File: config.mk
export PLATFORM = sky130hd
export DESIGN_NAME = bloom_bin
export DESIGN_NICKNAME = d
export VERILOG_FILES = /design/src/rtl/bloom_pkg.sv /design/src/rtl/bloom_hash.sv /design/src/rtl/bloom_bitarray.sv /design/src/rtl/bloom_seq.sv /design/src/rtl/bloom_bin.sv
export SDC_FILE = /design/constraint.sdc
export NUM_CORES = 2
export LEC_CHECK = 0
export BUFFER_PORTS_ARGS = -buffer_cell sky130_fd_sc_hd__buf_2
export CAP_MARGIN = 20
export CORE_ASPECT_RATIO = 1.1
export CORE_MARGIN = 2
export CORE_UTILIZATION = 52
export CTS_BUF_LIST = sky130_fd_sc_hd__clkbuf_8 sky130_fd_sc_hd__clkbuf_16
export DETAILED_ROUTE_END_ITERATION = 7
export HOLD_SLACK_MARGIN = 0.05
export PLACE_DENSITY = 0.74
export SLEW_MARGIN = 20
export SYNTH_ARGS = -nofsm -noshare
export SYNTH_HDL_FRONTEND = slang
export SYNTH_HIERARCHICAL = 1
export SYNTH_SLANG_ARGS = --single-unit
File: constraint.sdc
create_clock -name clk -period 9.82 [get_ports clk]
set_input_delay 0.982 -clock clk [delete_from_list [all_inputs] [get_ports clk]]
set_output_delay 0.982 -clock clk [all_outputs]
set_load 0.02 [all_outputs]
File: src/rtl/bloom_pkg.sv
// Shared definitions for the retention bin filter.
// Assumes 32-bit hash arithmetic; row addresses are at most 32 bits wide.
package bloom_pkg;

    // Operation phase of the probe sequencer.
    typedef enum logic [1:0] {
        PH_IDLE  = 2'd0,
        PH_SET   = 2'd1,
        PH_CHECK = 2'd2
    } phase_e;

    // Seed increment between consecutive hash functions.
    localparam logic [31:0] SEED_STEP = 32'h9E37_79B9;

    // Three-shift xorshift mix of a 32-bit word.
    function automatic logic [31:0] xs_mix(input logic [31:0] x);
        logic [31:0] a;
        logic [31:0] b;
        a = x ^ (x << 13);
        b = a ^ (a >> 17);
        return b ^ (b << 5);
    endfunction

endpackage

File: src/rtl/bloom_hash.sv
// Hash unit: maps a row address and a per-probe seed to an array index.
// Assumes ADDR_W <= 32 and M_BITS a power of two; the index is the low
// bits of the folded xorshift result, which equals a modulo by M_BITS.
module bloom_hash #(
    parameter int ADDR_W = 24,
    parameter int M_BITS = 2048,
    localparam int IDX_W = $clog2(M_BITS)
) (
    input  logic [ADDR_W-1:0] row_i,
    input  logic [31:0]       seed_i,
    output logic [IDX_W-1:0]  idx_o
);
    import bloom_pkg::*;

    logic [31:0] row_ext;
    logic [31:0] mixed;
    logic [31:0] folded;

    // Widen the row address to the 32-bit hash word.
    generate
        if (ADDR_W < 32) begin : g_pad
            assign row_ext = {{(32 - ADDR_W){1'b0}}, row_i};
        end else begin : g_full
            assign row_ext = row_i[31:0];
        end
    endgenerate

    // Mix with the seed, fold the halves, keep the index bits.
    always_comb begin
        mixed  = xs_mix(row_ext ^ seed_i);
        folded = mixed ^ (mixed >> 16);
        idx_o  = IDX_W'(folded);
    end

endmodule

File: src/rtl/bloom_bitarray.sv
// Flag storage: M_BITS single-bit flags, each set-only until a full clear.
// Assumes one set and one read port share the same index in a cycle.
module bloom_bitarray #(
    parameter int M_BITS = 2048,
    localparam int IDX_W = $clog2(M_BITS)
) (
    input  logic             clk,
    input  logic             rst_n,
    input  logic             clr_i,
    input  logic             set_i,
    input  logic [IDX_W-1:0] idx_i,
    output logic             bit_o
);
    logic [M_BITS-1:0] flags_q;

    // Clear wins over set; otherwise set the addressed flag.
    always_ff @(posedge clk) begin
        if (!rst_n) begin
            flags_q <= '0;
        end else if (clr_i) begin
            flags_q <= '0;
        end else if (set_i) begin
            flags_q[idx_i] <= 1'b1;
        end
    end

    // Read the addressed flag.
    assign bit_o = flags_q[idx_i];

endmodule

File: src/rtl/bloom_seq.sv
// Probe sequencer: accepts insert/test requests when idle, steps through
// K seeds one per cycle, sets flags for inserts and ANDs flags for tests.
// Assumes clear has priority; a simultaneous insert+test defers the test.
module bloom_seq #(
    parameter int ADDR_W = 24,
    parameter int K_HASH = 10,
    localparam int CNT_W = (K_HASH > 1) ? $clog2(K_HASH) : 1
) (
    input  logic              clk,
    input  logic              rst_n,
    input  logic              clr_i,
    input  logic              ins_i,
    input  logic              tst_i,
    input  logic [ADDR_W-1:0] row_i,
    input  logic              bit_i,
    output logic [ADDR_W-1:0] row_o,
    output logic [31:0]       seed_o,
    output logic              set_o,
    output logic              busy_o,
    output logic              valid_o,
    output logic              present_o
);
    import bloom_pkg::*;

    localparam logic [CNT_W-1:0] LAST = CNT_W'(K_HASH - 1);

    phase_e            phase_q;
    logic [CNT_W-1:0]  cnt_q;
    logic [31:0]       seed_q;
    logic [ADDR_W-1:0] row_q;
    logic              pend_q;
    logic              acc_q;
    logic              valid_q;
    logic              present_q;
    logic              last_probe;

    assign last_probe = (cnt_q == LAST);

    // Phase, probe counter, seed and result registers.
    always_ff @(posedge clk) begin
        if (!rst_n) begin
            phase_q   <= PH_IDLE;
            cnt_q     <= '0;
            seed_q    <= SEED_STEP;
            row_q     <= '0;
            pend_q    <= 1'b0;
            acc_q     <= 1'b1;
            valid_q   <= 1'b0;
            present_q <= 1'b0;
        end else if (clr_i) begin
            phase_q   <= PH_IDLE;
            cnt_q     <= '0;
            seed_q    <= SEED_STEP;
            pend_q    <= 1'b0;
            acc_q     <= 1'b1;
            valid_q   <= 1'b0;
            present_q <= 1'b0;
        end else begin
            case (phase_q)
                PH_IDLE: begin
                    valid_q   <= 1'b0;
                    present_q <= 1'b0;
                    cnt_q     <= '0;
                    seed_q    <= SEED_STEP;
                    acc_q     <= 1'b1;
                    if (ins_i) begin
                        phase_q <= PH_SET;
                        row_q   <= row_i;
                        pend_q  <= tst_i;
                    end else if (tst_i) begin
                        phase_q <= PH_CHECK;
                        row_q   <= row_i;
                        pend_q  <= 1'b0;
                    end
                end
                PH_SET: begin
                    if (last_probe) begin
                        cnt_q  <= '0;
                        seed_q <= SEED_STEP;
                        acc_q  <= 1'b1;
                        pend_q <= 1'b0;
                        phase_q <= pend_q ? PH_CHECK : PH_IDLE;
                    end else begin
                        cnt_q  <= cnt_q + CNT_W'(1);
                        seed_q <= seed_q + SEED_STEP;
                    end
                end
                PH_CHECK: begin
                    acc_q <= acc_q & bit_i;
                    if (last_probe) begin
                        valid_q   <= 1'b1;
                        present_q <= acc_q & bit_i;
                        phase_q   <= PH_IDLE;
                    end else begin
                        cnt_q  <= cnt_q + CNT_W'(1);
                        seed_q <= seed_q + SEED_STEP;
                    end
                end
                default: phase_q <= PH_IDLE;
            endcase
        end
    end

    // Drive the hash inputs and status outputs.
    assign row_o     = row_q;
    assign seed_o    = seed_q;
    assign set_o     = (phase_q == PH_SET);
    assign busy_o    = (phase_q != PH_IDLE);
    assign valid_o   = valid_q;
    assign present_o = present_q;

endmodule

File: src/rtl/bloom_bin.sv
// Top of the retention bin filter: one hash unit, the flag array and the
// serial probe sequencer. Assumes M_BITS is a power of two, ADDR_W <= 32.
module bloom_bin #(
    parameter int ADDR_W = 24,
    parameter int M_BITS = 2048,
    parameter int K_HASH = 10
) (
    input  logic              clk,
    input  logic              rst_n,
    input  logic              clear_i,
    input  logic [ADDR_W-1:0] row_i,
    input  logic              insert_i,
    input  logic              test_i,
    output logic              busy_o,
    output logic              result_valid_o,
    output logic              result_present_o
);
    localparam int IDX_W = $clog2(M_BITS);

    logic [ADDR_W-1:0] probe_row;
    logic [31:0]       probe_seed;
    logic [IDX_W-1:0]  probe_idx;
    logic              probe_set;
    logic              probe_bit;

    bloom_seq #(
        .ADDR_W (ADDR_W),
        .K_HASH (K_HASH)
    ) u_seq (
        .clk       (clk),
        .rst_n     (rst_n),
        .clr_i     (clear_i),
        .ins_i     (insert_i),
        .tst_i     (test_i),
        .row_i     (row_i),
        .bit_i     (probe_bit),
        .row_o     (probe_row),
        .seed_o    (probe_seed),
        .set_o     (probe_set),
        .busy_o    (busy_o),
        .valid_o   (result_valid_o),
        .present_o (result_present_o)
    );

    bloom_hash #(
        .ADDR_W (ADDR_W),
        .M_BITS (M_BITS)
    ) u_hash (
        .row_i  (probe_row),
        .seed_i (probe_seed),
        .idx_o  (probe_idx)
    );

    bloom_bitarray #(
        .M_BITS (M_BITS)
    ) u_bits (
        .clk   (clk),
        .rst_n (rst_n),
        .clr_i (clear_i),
        .set_i (probe_set),
        .idx_i (probe_idx),
        .bit_o (probe_bit)
    );

endmodule

==> metrics.cfg <==
[detailed_routing]
ant_nets=0
vias=71519
firstDrtPassIters=8
wl_per_cell_um=24.7
drt_first_iter_violations=10139
drcViolationCount=2
wl_mm=277
via_per_inst=6.38

[pwr]
p_clk_frac=0.343
combPwrFrac=0.279
p_sw_frac=0.347
power.net_switching_mw=7.89
p_leak_nw=31.8
ir_worst_vdd_uv=541
p_seq_frac=0.378
power.density_mw_per_mm2=251
p_int_mw=14.9

[global_routing]
grt_pass1_wl_mm=409
grt.overflow.total=0
grt_pass1_vias=66090
antenna_found_initial=6
grt_start_max_net_pins=251
globalRouteTotalUtil=0.327

[worst_setup_path]
crit_slowest_cell=xor2_4
reg2regPathDepth=16
cp.arrival_ns=7.82
path_cells=xnor2_2, xnor3_2, xnor3_1, xor2_4, buf_12, mux2i_1, o22ai_1, nor4_1, nand2_1, a22oi_1, and4_1, o22ai_1, or4_1, inv_1, nand3_1, a211o_1
cp.required_ns=10.55
start_kind=flop
worst_setup_path_end_kind=flop
cp_top_family=XOR/XNOR gates
critPathMaxFanout=97
cp.depth=16
slowest_delay_ns=0.97
path_class=reg -> reg
path_common_cell=o22ai_1
regToRegStartpoint=u_seq/seed_o[4]
setup.worst_path.start=u_seq/seed_o[4]
crit_buf_inv=2

[sta]
hold-worst-slack_ns=0.379
finalHoldViolCount=0
finClkSkew_ns=0.0286
tns_ns=0
rsz0062_at_grt=false
tightest_slew_ns=1.32
fmax_mhz=141
fin_crit_sh=0.722
finalCriticalPeriod_ns=7.09
slew_viol_final=0
setup_violations=0
max_slew_margin=0.121

[clocking]
htree_levels=4
clk_path_buf_depth=3
path_clk_slew_ns=0.06
clock_latency_ns=0.84
cts_tree=done
numClockSinks=2114
post_cts_buffers=0
cts-root-buf=clkbuf_16
cts_buffers=198
cts-resized-gates=0
cts_hold_buf=0

[outcome]
status=finished with violations
violations=design-rule violations

[yosys]
ys_warn_count=6
syn-cell-area_mm2=0.0828
synth_nets=9492
syn_inst=9456
synthArstFlopShare=0
synth_cell_type_count=86
syn_avg_cell_area_um2=8.76
ys_seq_elements=2114
yosysSeqAreaShare=0.511
synth-edff-count=0
yosys_most_used_dff=dfxtp_1

[floorplan]
coreArea_mm2=0.158
die_h_um=423
start_util=0.524
die_x_um=385
rows=153
dieArea_mm2=0.162
num_io_pins=32

[hold_path]
hold_class=in -> reg
hold_depth=3
hold_start=row_i[20]

[cells_and_area]
utilization=0.573
fillers=13681
multiInputGateArea_mm2=0.0373
final_layout_size_suffix_gt1_frac=0.0719
final_nets=8993
postLayoutCellArea_mm2=0.0907
ff_latch_area_mm2=0.0423
syn_to_final_growth_pct=9.49

[place]
portBuffers=31
dpl-instance-area_mm2=0.0838
dp_hpwl_mm=144
gp_congestion=0.880

[flow_run]
maxCapViolCount=0

-- power groups by stage --
| stage | combinational [mW] | sequential [mW] | clock (mW) |
|---|---|---|---|
| 6_report | 6.34 | 8.60 | 7.82 |
| 5_1_grt | 6.30 | 8.60 | 8.19 |
| 4_1_cts | 5.98 | 8.60 | 7.84 |
| 3_5_place_dp | 5.97 | 8.80 | 0 |
| 3_3_place_gp | 5.92 | 8.79 | 0 |
| 2_1_floorplan | 3.98 | 8.79 | 0 |
-- worst paths after layout --
| kind | to | slack, ns |
|---|---|---|
| worst max-delay path | u_seq/acc_q | 2.73 |
| worst min register to register | u_bits/flags_q[909] | 0.47 |
| worst max register to register | u_seq/acc_q | 2.73 |
| worst min-delay path | u_seq/row_o[20] | 0.38 |
-- metrics by stage --
step	cells	power [mW]	worst slack [ns]
2_1_floorplan	9456	12.8	5.43
3_3_place_gp	10846	14.7	3.05
3_5_place_dp	10849	14.8	3.03
4_1_cts	11207	22.4	3.00
5_1_grt	11207	23.1	2.71
6_report	11209	22.8	2.73
-- layout by cell type, fill, tap and decap left out, types with 44 or more instances in the layout --
master and count:
o22ai_1 515, inv_1 58, a21oi_1 2064, nor2_4 74
nand2_1 149, buf_4 132, nor4_1 129, mux2i_1 1025
nor2_1 2098, clkbuf_8 44, dfxtp_1 2114, clkbuf_16 203
-- routing by layer --
metal / share of wire / vias up / wire [µm] / global-route usage
met5: 0.00014 / - / 40 / 0
met4: 0.066 / 6 / 18400 / 0.195
met3: 0.12 / 1145 / 32400 / 0.0718
met2: 0.44 / 4277 / 122000 / 0.503
met1: 0.38 / 34365 / 104000 / 0.419
li1: - / 31726 / - / -
-- tightest hold or removal path, stage by stage --
cell      delay [ns]
buf_2           0.09
nand2_1         0.05
a21boi_1        0.05
-- kinds of logic (layout without fill, tap and decap cells) --
family / count (synthesis) / after routing / share of synthesized area
buffers and inverters: 902 / 561 / 0.0478
AO/OA/AOI/OAI: 2731 / 2731 / 0.178
flip-flops: 2114 / 2114 / 0.511
adder cells (fa/ha/maj): 7 / 7 / 0.00106
AND/OR/NAND/NOR: 2595 / 2595 / 0.127
multiplexers: 1025 / 1025 / 0.124
other: 0 / 2 / 0
XOR/XNOR: 82 / 82 / 0.0113
-- cells in the mapped netlist (7+ instances only) --
cell type / count / area, µm²
xnor3_1: 9 / 203
clkbuf_1: 621 / 2330
buf_6: 27 / 304
mux2i_1: 1025 / 10300
buf_2: 205 / 1030
o22ai_1: 515 / 3220
nor3_1: 11 / 55.1
xnor2_1: 44 / 385
dfxtp_1: 2114 / 42300
xnor2_2: 8 / 130
nand3_1: 24 / 120
xor2_1: 18 / 158
nand4b_1: 7 / 61.3
a22oi_1: 33 / 248
a21boi_0: 12 / 90.1
a21oi_1: 2064 / 10300
buf_4: 29 / 218
nor4_1: 129 / 807
ha_1: 7 / 87.6
a21boi_1: 12 / 90.1
nand2b_1: 7 / 43.8
nand2_1: 151 / 567
nand3b_1: 8 / 60.1
and4_1: 8 / 70.1
nor2_2: 9 / 56.3
o21ai_0: 24 / 120
nor2_1: 2185 / 8200
a31oi_1: 8 / 50.1
inv_1: 13 / 48.8
-- state kept, by name (all words and copies together), names as in the netlist --
signal / flops
u_seq/row_o: 24
u_bits/flags_q: 2048
u_seq/pend_q: 1
u_seq/valid_o: 1
u_seq/acc_q: 1
u_seq/phase_q: 2
u_seq/seed_o: 32
u_seq/cnt_q: 4
u_seq/present_o: 1
-- area by class of cell --
type                    count  area share
diodes                      2   0.0000552
well taps                2092      0.0289
clock inverters           111      0.0108
repair buffers            190      0.0184
clock buffers             247      0.0627
inverters                  13    0.000538
flip-flops and latches   2114       0.467
multi-input cells        6440       0.412
Power figures use the tool's default switching activity.
